File: src/rtl/priv_win_pkg.sv
package priv_win_pkg;
    localparam int WIN_AW       = 13;
    localparam int TGT_OW       = 12;
    localparam int CORE_W       = 2;
    localparam int MAX_CORES    = 4;
    localparam int PPI_PER_CORE = 32;
    localparam int PPI_TIMER    = 29;
    localparam int PPI_WDOG     = 30;

    typedef enum logic [2:0] {
        TGT_NONE,
        TGT_CTL,
        TGT_CPUIF,
        TGT_TMR,
        TGT_WDG,
        TGT_DIST
    } tgt_e;

    typedef struct packed {
        tgt_e                kind;
        logic [CORE_W-1:0]   core;
        logic [TGT_OW-1:0]   off;
        logic                err;
    } dec_t;
endpackage

File: src/rtl/priv_win_decode.sv
module priv_win_decode
    import priv_win_pkg::*;
#(
    parameter int NUM_CORES = 3
) (
    input  logic [WIN_AW-1:0] addr,
    input  logic [CORE_W-1:0] cur_core,
    output dec_t              dec
);
    localparam logic [3:0] CORE_LIM = 4'(NUM_CORES);

    logic [3:0]        slot;
    logic [2:0]        sub;
    logic [3:0]        idx;
    logic [TGT_OW-1:0] off;
    tgt_e              kind;
    logic              miss;

    always_comb begin
        slot = addr[11:8];
        sub  = addr[7:5];
        idx  = 4'd0;
        off  = '0;
        kind = TGT_NONE;
        miss = 1'b0;
        if (addr[12]) begin
            kind = TGT_DIST;
            off  = addr[11:0];
        end else if (slot == 4'd0) begin
            kind = TGT_CTL;
            off  = {4'd0, addr[7:0]};
        end else if (slot <= 4'd5) begin
            kind = TGT_CPUIF;
            idx  = (slot == 4'd1) ? {2'd0, cur_core} : slot - 4'd2;
            off  = {4'd0, addr[7:0]};
        end else if (slot <= 4'd10) begin
            idx = (slot == 4'd6) ? {2'd0, cur_core} : slot - 4'd7;
            off = {7'd0, addr[4:0]};
            if (sub == 3'd0)      kind = TGT_TMR;
            else if (sub == 3'd1) kind = TGT_WDG;
            else                  miss = 1'b1;
        end else begin
            miss = 1'b1;
        end
        if ((kind == TGT_CPUIF || kind == TGT_TMR || kind == TGT_WDG) && idx >= CORE_LIM)
            miss = 1'b1;
        dec.kind = miss ? TGT_NONE : kind;
        dec.core = idx[CORE_W-1:0];
        dec.off  = off;
        dec.err  = miss;
    end
endmodule

File: src/rtl/priv_irq_route.sv
module priv_irq_route
    import priv_win_pkg::*;
#(
    parameter int NUM_CORES = 3,
    parameter int IRQ_TOTAL = 64
) (
    input  logic [IRQ_TOTAL-33:0]                        ext_irq,
    input  logic [NUM_CORES-1:0]                         tmr_irq,
    input  logic [NUM_CORES-1:0]                         wdg_irq,
    output logic [IRQ_TOTAL-32+PPI_PER_CORE*NUM_CORES-1:0] irq_lines
);
    localparam int EXT_N = IRQ_TOTAL - 32;

    assign irq_lines[EXT_N-1:0] = ext_irq;

    for (genvar c = 0; c < NUM_CORES; c++) begin : g_core
        localparam int BASE = EXT_N + c * PPI_PER_CORE;
        for (genvar b = 0; b < PPI_PER_CORE; b++) begin : g_bit
            if (b == PPI_TIMER) begin : g_t
                assign irq_lines[BASE+b] = tmr_irq[c];
            end else if (b == PPI_WDOG) begin : g_w
                assign irq_lines[BASE+b] = wdg_irq[c];
            end else begin : g_z
                assign irq_lines[BASE+b] = 1'b0;
            end
        end
    end
endmodule

File: src/rtl/priv_win_top.sv
module priv_win_top
    import priv_win_pkg::*;
#(
    parameter int NUM_CORES = 3,
    parameter int IRQ_TOTAL = 64,
    parameter int DATA_W    = 32
) (
    input  logic                                          clk,
    input  logic                                          rst_n,
    input  logic                                          req_valid,
    input  logic                                          req_write,
    input  logic [WIN_AW-1:0]                             req_addr,
    input  logic [DATA_W-1:0]                             req_wdata,
    input  logic [CORE_W-1:0]                             req_core,
    output logic                                          ctl_sel,
    output logic [NUM_CORES-1:0]                          cpuif_sel,
    output logic [NUM_CORES-1:0]                          tmr_sel,
    output logic [NUM_CORES-1:0]                          wdg_sel,
    output logic                                          dist_sel,
    output logic                                          tgt_write,
    output logic [TGT_OW-1:0]                             tgt_offset,
    output logic [DATA_W-1:0]                             tgt_wdata,
    input  logic [DATA_W-1:0]                             ctl_rdata,
    input  logic [NUM_CORES*DATA_W-1:0]                   cpuif_rdata,
    input  logic [NUM_CORES*DATA_W-1:0]                   tmr_rdata,
    input  logic [NUM_CORES*DATA_W-1:0]                   wdg_rdata,
    input  logic [DATA_W-1:0]                             dist_rdata,
    output logic                                          rsp_valid,
    output logic                                          rsp_err,
    output logic [DATA_W-1:0]                             rsp_rdata,
    input  logic [IRQ_TOTAL-33:0]                         ext_irq,
    input  logic [NUM_CORES-1:0]                          tmr_irq,
    input  logic [NUM_CORES-1:0]                          wdg_irq,
    output logic [IRQ_TOTAL-32+PPI_PER_CORE*NUM_CORES-1:0] irq_lines
);
    typedef struct packed {
        logic                s_vld;
        logic                s_wr;
        tgt_e                s_kind;
        logic [CORE_W-1:0]   s_core;
        logic [TGT_OW-1:0]   s_off;
        logic [DATA_W-1:0]   s_wd;
        logic                s_err;
        logic                r_vld;
        logic                r_err;
        logic [DATA_W-1:0]   r_rd;
    } st_t;

    st_t  st_d, st_q;
    dec_t dec;

    logic [DATA_W-1:0] cpuif_arr [MAX_CORES];
    logic [DATA_W-1:0] tmr_arr   [MAX_CORES];
    logic [DATA_W-1:0] wdg_arr   [MAX_CORES];
    logic [DATA_W-1:0] sel_rd;

    priv_win_decode #(.NUM_CORES(NUM_CORES)) u_dec (
        .addr     (req_addr),
        .cur_core (req_core),
        .dec      (dec)
    );

    priv_irq_route #(.NUM_CORES(NUM_CORES), .IRQ_TOTAL(IRQ_TOTAL)) u_irq (
        .ext_irq   (ext_irq),
        .tmr_irq   (tmr_irq),
        .wdg_irq   (wdg_irq),
        .irq_lines (irq_lines)
    );

    for (genvar c = 0; c < MAX_CORES; c++) begin : g_slot
        if (c < NUM_CORES) begin : g_live
            assign cpuif_arr[c] = cpuif_rdata[c*DATA_W +: DATA_W];
            assign tmr_arr[c]   = tmr_rdata[c*DATA_W +: DATA_W];
            assign wdg_arr[c]   = wdg_rdata[c*DATA_W +: DATA_W];
            assign cpuif_sel[c] = st_q.s_vld && st_q.s_kind == TGT_CPUIF && st_q.s_core == CORE_W'(c);
            assign tmr_sel[c]   = st_q.s_vld && st_q.s_kind == TGT_TMR   && st_q.s_core == CORE_W'(c);
            assign wdg_sel[c]   = st_q.s_vld && st_q.s_kind == TGT_WDG   && st_q.s_core == CORE_W'(c);
        end else begin : g_pad
            assign cpuif_arr[c] = '0;
            assign tmr_arr[c]   = '0;
            assign wdg_arr[c]   = '0;
        end
    end

    assign ctl_sel    = st_q.s_vld && st_q.s_kind == TGT_CTL;
    assign dist_sel   = st_q.s_vld && st_q.s_kind == TGT_DIST;
    assign tgt_write  = st_q.s_wr;
    assign tgt_offset = st_q.s_off;
    assign tgt_wdata  = st_q.s_wd;
    assign rsp_valid  = st_q.r_vld;
    assign rsp_err    = st_q.r_err;
    assign rsp_rdata  = st_q.r_rd;

    always_comb begin
        case (st_q.s_kind)
            TGT_CTL:   sel_rd = ctl_rdata;
            TGT_CPUIF: sel_rd = cpuif_arr[st_q.s_core];
            TGT_TMR:   sel_rd = tmr_arr[st_q.s_core];
            TGT_WDG:   sel_rd = wdg_arr[st_q.s_core];
            TGT_DIST:  sel_rd = dist_rdata;
            default:   sel_rd = '0;
        endcase
    end

    always_comb begin
        st_d        = st_q;
        st_d.s_vld  = req_valid;
        st_d.s_wr   = req_valid && req_write;
        st_d.s_kind = req_valid ? dec.kind : TGT_NONE;
        st_d.s_core = dec.core;
        st_d.s_off  = dec.off;
        st_d.s_wd   = req_wdata;
        st_d.s_err  = req_valid && dec.err;
        st_d.r_vld  = st_q.s_vld;
        st_d.r_err  = st_q.s_vld && st_q.s_err;
        st_d.r_rd   = (!st_q.s_vld || st_q.s_wr || st_q.s_err) ? '0 : sel_rd;
    end

    always_ff @(posedge clk or negedge rst_n) begin
        if (!rst_n) st_q <= '0;
        else        st_q <= st_d;
    end
endmodule

File: config.mk
export PLATFORM = sky130hd
export DESIGN_NAME = priv_win_top
export DESIGN_NICKNAME = d
export VERILOG_FILES = /design/src/rtl/priv_win_pkg.sv /design/src/rtl/priv_win_decode.sv /design/src/rtl/priv_irq_route.sv /design/src/rtl/priv_win_top.sv
export SDC_FILE = /design/constraint.sdc
export NUM_CORES = 1
export LEC_CHECK = 0
export CAP_MARGIN = 20
export CORE_AREA = 10 10 249 251
export DETAILED_ROUTE_END_ITERATION = 7
export DIE_AREA = 0 0 259 261
export PLACE_DENSITY = 0.48
export SYNTH_ARGS = -nofsm -noshare
export SYNTH_HDL_FRONTEND = slang
export SYNTH_HIERARCHICAL = 1
export SYNTH_SLANG_ARGS = --single-unit
export TNS_END_PERCENT = 10
File: constraint.sdc
create_clock -name clk -period 1.6 [get_ports clk]
set_input_delay 0.32 -clock clk [delete_from_list [all_inputs] [get_ports clk]]
set_output_delay 0.32 -clock clk [all_outputs]
set_load 0.005 [all_outputs]
After elaboration in Yosys (flattened, before gate mapping)
Cells that the tools add are included.
- add/subtract/negate cells: 2
- order comparisons: 4
- eq/ne operators: 13
- muxes and demuxes: 36
- bitwise logic cells: 1
- reduce and logical (&&, ||, !) cells: 26
- operators with widths (cell ; count):
    $mux 32 ; 7
    $bmux 32 s2 ; 3
    $pmux 32 s5 ; 1
    $mux 12 ; 3
    $mux 3 ; 8
    $mux 4 ; 6
    $logic_and 1x1->1 ; 18
    $eq 3x2->1 const B ; 4
    $eq 3x3->1 const B ; 3
    $mux 1 ; 7
    $eq 3x1->1 const B ; 2
    $mux 5 ; 1
    $eq 4x1->1 const B ; 1
    $eq 4x3->1 const B ; 1
    $ge 4x2->1 const B ; 1
    $le 4x3->1 const B ; 1
    $le 4x4->1 const B ; 1
    $logic_not 4->1 ; 1
    $logic_or 1x1->1 ; 4
    $sub 4x2->4 const B ; 1
    $sub 4x3->4 const B ; 1
    $ge 3x3->1 const B ; 1
    $logic_not 3->1 ; 1
    $not 2->3 ; 1
    4 further kinds ; 4
- register bits: 86
- bits of input ports: 441
- output and inout bits: 218

Logic depth before layout (Yosys ltp)
- depth after elaboration: 14
- gate-level depth with buffers: 9
- depth with buffers taken out: 8

Modules after synthesis
The synthesis kept the hierarchy.
- modules (own cells, without submodules) (module ; times used ; cells each ; area each (µm²) ; seq. area each (µm²)):
    priv_win_top ; 1 ; 735 ; 6596.3 ; 2152.1
    priv_irq_route ; 1 ; 129 ; 964.7 ; 0.0
    priv_win_decode ; 1 ; 71 ; 529.3 ; 0.0

Least setup slack after synthesis
Ideal clock, no wire load.
- path kind: input to register
- start: input req_addr[9]
- end: register st_q[34] (netlist bit)
- arrival: 1.574 ns
- required time: 1.481 ns
- setup slack: -0.093 ns
- cell stages on the path: 8
- buffers on the path: 1
- cells stage by stage: inv_1 > ha_1 > nor3b_2 > o21ai_0 > a32o_2 > a21o_1 > buf_4 > and2_1
- RTL lines (what ; line ; source):
    from (decl) ; priv_win_top.sv:12 ; input logic [WIN_AW-1:0] req_addr,
    to (signal assigned) ; priv_win_top.sv:121 ; else st_q <= st_d;
    to (decl) ; priv_win_top.sv:49 ; st_t st_d, st_q;

Worst setup path after layout
- start: register st_q[80] (netlist bit)
- end: output cpuif_sel[0]
- longest elaborated chain between the ends: 2
- RTL lines (what ; line ; source):
    $logic_not 2->1 ; priv_win_top.sv:75 ; assign cpuif_sel[c] = st_q.s_vld && st_q.s_kind == TGT_CPUIF && st_q.s_core == CORE_W'(c);
    $logic_and 1x1->1 ; priv_win_top.sv:75 ;
    to (decl) ; priv_win_top.sv:16 ; output logic [NUM_CORES-1:0] cpuif_sel,
No other way between the ends.

==> run metrics <==
grt peak-use layer met2; nets@finish around 1.8k; vias in the first global route 8799; DIE WIDTH between 200 and 300 µm; depth of the CTS H-tree 3; Post-Syn Area a little over 8000 µm²; fill cell count 6150; Final Worst Setup Slack -0.2573 ns; #FFs+latches synth between 80 and 90; die height 261 µm; floorplan core area 57140 µm²; final design utilization 0.2412; DR iter-0 viols between 200 and 300; CP peak stage delay between 0.5 and 0.6 ns; DP Area between 10000 and 15000 µm²; row cnt a little under 90; Synth top cells by count 213 x buf_4, 86 x dfrtp_1, 78 x mux2_2, 70 x a21oi_1, 66 x nand2b_1; area grow syn2layout 70.37%; number of flops mapped to enable cells by yosys 0; Peak VDD IR between 0.5 and 0.6 mV; Min-Delay Path Class in -> reg; Max-Cap Viols 0; Setup Skew ~0.016 ns; DRC errors left 0; fin crit period between 1.5 and 2 ns; Bufs and invs on worst path 1; largest net degree at the start of global routing 61; Root Buffer clkbuf_16; Leak roughly 5.7 nW; Clk Latency, worst-skew pair around 0.38 ns; unrepaired setup endpoints after global routing true; Crit Path Max Fanout 3; area share of the largest cell type after synthesis 0.2660; Critical Path End Type output pin; die area slightly below 70000 µm²; dominant synthesized flop cell dfrtp_1; Clock Sinks 86; starting density of the core 0.1416; drt first pass iters 4; violated checks setup timing; Ys Warns 6; Design Area, Final between 10000 and 15000 µm²; Synth area leader dfrtp_1; IO buf count roughly 500; CP max stage cell dfrtp_4; top-count cell post-synth buf_4; GRT overflow 0; Pins Over Slew Limit 0; final setup vio count between 40 and 50; first-pass GRT wire length just under 60000 µm; via count 7989; met2 usage 0.2103; register area share after synthesis 0.2660; outcome finished with violations; post-detail-place hpwl 36340 µm; layout cell share with drive strength beyond 1 0.1807; power density over the cells ~540 nW/µm²; register area approximately 2200 µm²; Critical Path Source Type flop; drt wl/cell between 20 and 25 µm; final period utilization 1.161; CP cell instances or3b_4, nor2_2, buf_2; CTS Buffer Depth 2; Top delay family on crit path simple AND/OR/NAND/NOR gates; Post-synth ARST share 1.000; ANT nets after route 0; drt via density roughly 3.8; f_max 538.4 MHz; Ports ~660; initial antenna violation count 2; grt met1 use 0.1327; TritonCTS clock tree built; area of the multi-input gates about 4400 µm²; Total GRT Usage 0.1200; met3 Usage GRT 0.03687; CTS Buf Count 9; final RePlAce weighted congestion approximately 0.83; CP Class reg -> out; synth unique cells 50; Worst Path Required around 1.3 ns; Final Hold Fails 0; DRT Wirelength between 40000 and 50000 µm; ranking of synthesized cells by area dfrtp_1 27%, buf_4 20%, mux2_2 11%; Syn Inst Count just over 900; Worst Path Arrival 1.54 ns; Avg Synthesized Cell Area 8.653 µm²; clock slew at reported path FFs 0.08 ns
==> per-layer routing <==
metal | up-vias | share of wire
met2 | 385 | 0.50
met4 | 4 | 0.033
met1 | 3774 | 0.40
met5 | - | 0.00068
li1 | 3763 | -
met3 | 63 | 0.070
==> placed cells by master (no fill, tap or decap), drive strengths merged, types with 6 or more instances in the layout <==
cell type | synthesis | final
inv | 36 | 39
a21oi | 71 | 71
clkdlybuf4s50 | 0 | 459
a31oi | 31 | 31
nor2 | 21 | 21
conb | 1 | 90
clkbuf | 39 | 13
a32oi | 32 | 32
dlygate4sd2 | 0 | 17
and2 | 16 | 16
buf | 234 | 95
ha | 6 | 6
nand2b | 67 | 67
nor2b | 34 | 34
o21ai | 96 | 96
mux2 | 95 | 95
nand2 | 6 | 6
dfrtp | 86 | 86
a211o | 31 | 31
==> area by class of cell <==
type / instances / area share
multi-input cells: 629 / 0.3216
clock inverters: 6 / 0.003994
diodes: 1 / 0.0001816
clock buffers: 10 / 0.01661
repair buffers: 578 / 0.4216
well taps: 765 / 0.06944
inverters: 36 / 0.009804
flip-flops and latches: 86 / 0.1568
==> flip-flops by register name, summed over array words and instances, names as in the netlist <==
signal and cells:
st_d 1, tgt_write 1, st_q 6, rsp_rdata 32, rsp_err 1, tgt_offset 12
rsp_valid 1, tgt_wdata 32
==> where the power goes <==
group,internal (W),switching [W]
Clock,0.00108,0.00110
Combinational,0.00176,0.00121
Sequential,0.00227,0.0000365
==> cell families (layout without fill, tap and decap cells) <==
family,after synthesis,after routing,synth area share
AOI/OAI and AO/OA,273,273,0.2092
adders and majority gates,6,6,0.009279
buffers and inverters,309,630,0.2522
DFF,86,86,0.2660
muxes,98,98,0.1375
other,1,91,0.0004635
and+or+nand+nor,162,162,0.1253
==> through the flow <==
| stage | hold WS [ns] | setup WS, ns | power (W) | setup TNS [ns] | std cells |
|---|---|---|---|---|---|
| final | 0.3511 | -0.2573 | 0.007465 | -6.348 | 2111 |
| after CTS | 0.3452 | -0.3182 | 0.007574 | -8.124 | 2105 |
| after floorplan | 0.02441 | -0.07039 | 0.003737 | -0.1541 | 1024 |
| after global routing | 0.3509 | -0.3175 | 0.007898 | -9.529 | 2110 |
| after global placement | 0.3056 | -0.6936 | 0.005188 | -16.56 | 2083 |
| after detailed placement | 0.3076 | -0.7142 | 0.005201 | -17.10 | 2083 |
==> worst paths after layout <==
kind                       slack (ns)  depth (start not counted)                from                       end
max in group asynchronous        0.57                          3               rst_n   tgt_wdata[20]$_DFF_PN0_
hold / removal                   0.35                          2        req_addr[10]  tgt_offset[10]$_DFF_PN0_
setup / recovery                -0.26                          3  st_q[80]$_DFF_PN0_              cpuif_sel[0]
min in group asynchronous        0.44                          2               rst_n   rsp_rdata[31]$_DFF_PN0_
setup reg to reg                -0.22                          6  st_q[80]$_DFF_PN0_    rsp_rdata[6]$_DFF_PN0_
hold reg to reg                  0.52                          1  st_q[34]$_DFF_PN0_         rsp_err$_DFF_PN0_
==> what timing repair did <==
action / CTS / global route
buffers inserted: 5 / 3
hold buffers: 1 / 0
pin swaps: 27 / 18
gates cloned: 0 / 2
resized for setup: 103 / 39
endpoints found under the setup margin: 71 / 64
endpoints found under the hold margin: 21 / 0
Note: power is estimated with default switching activity, not from simulation.
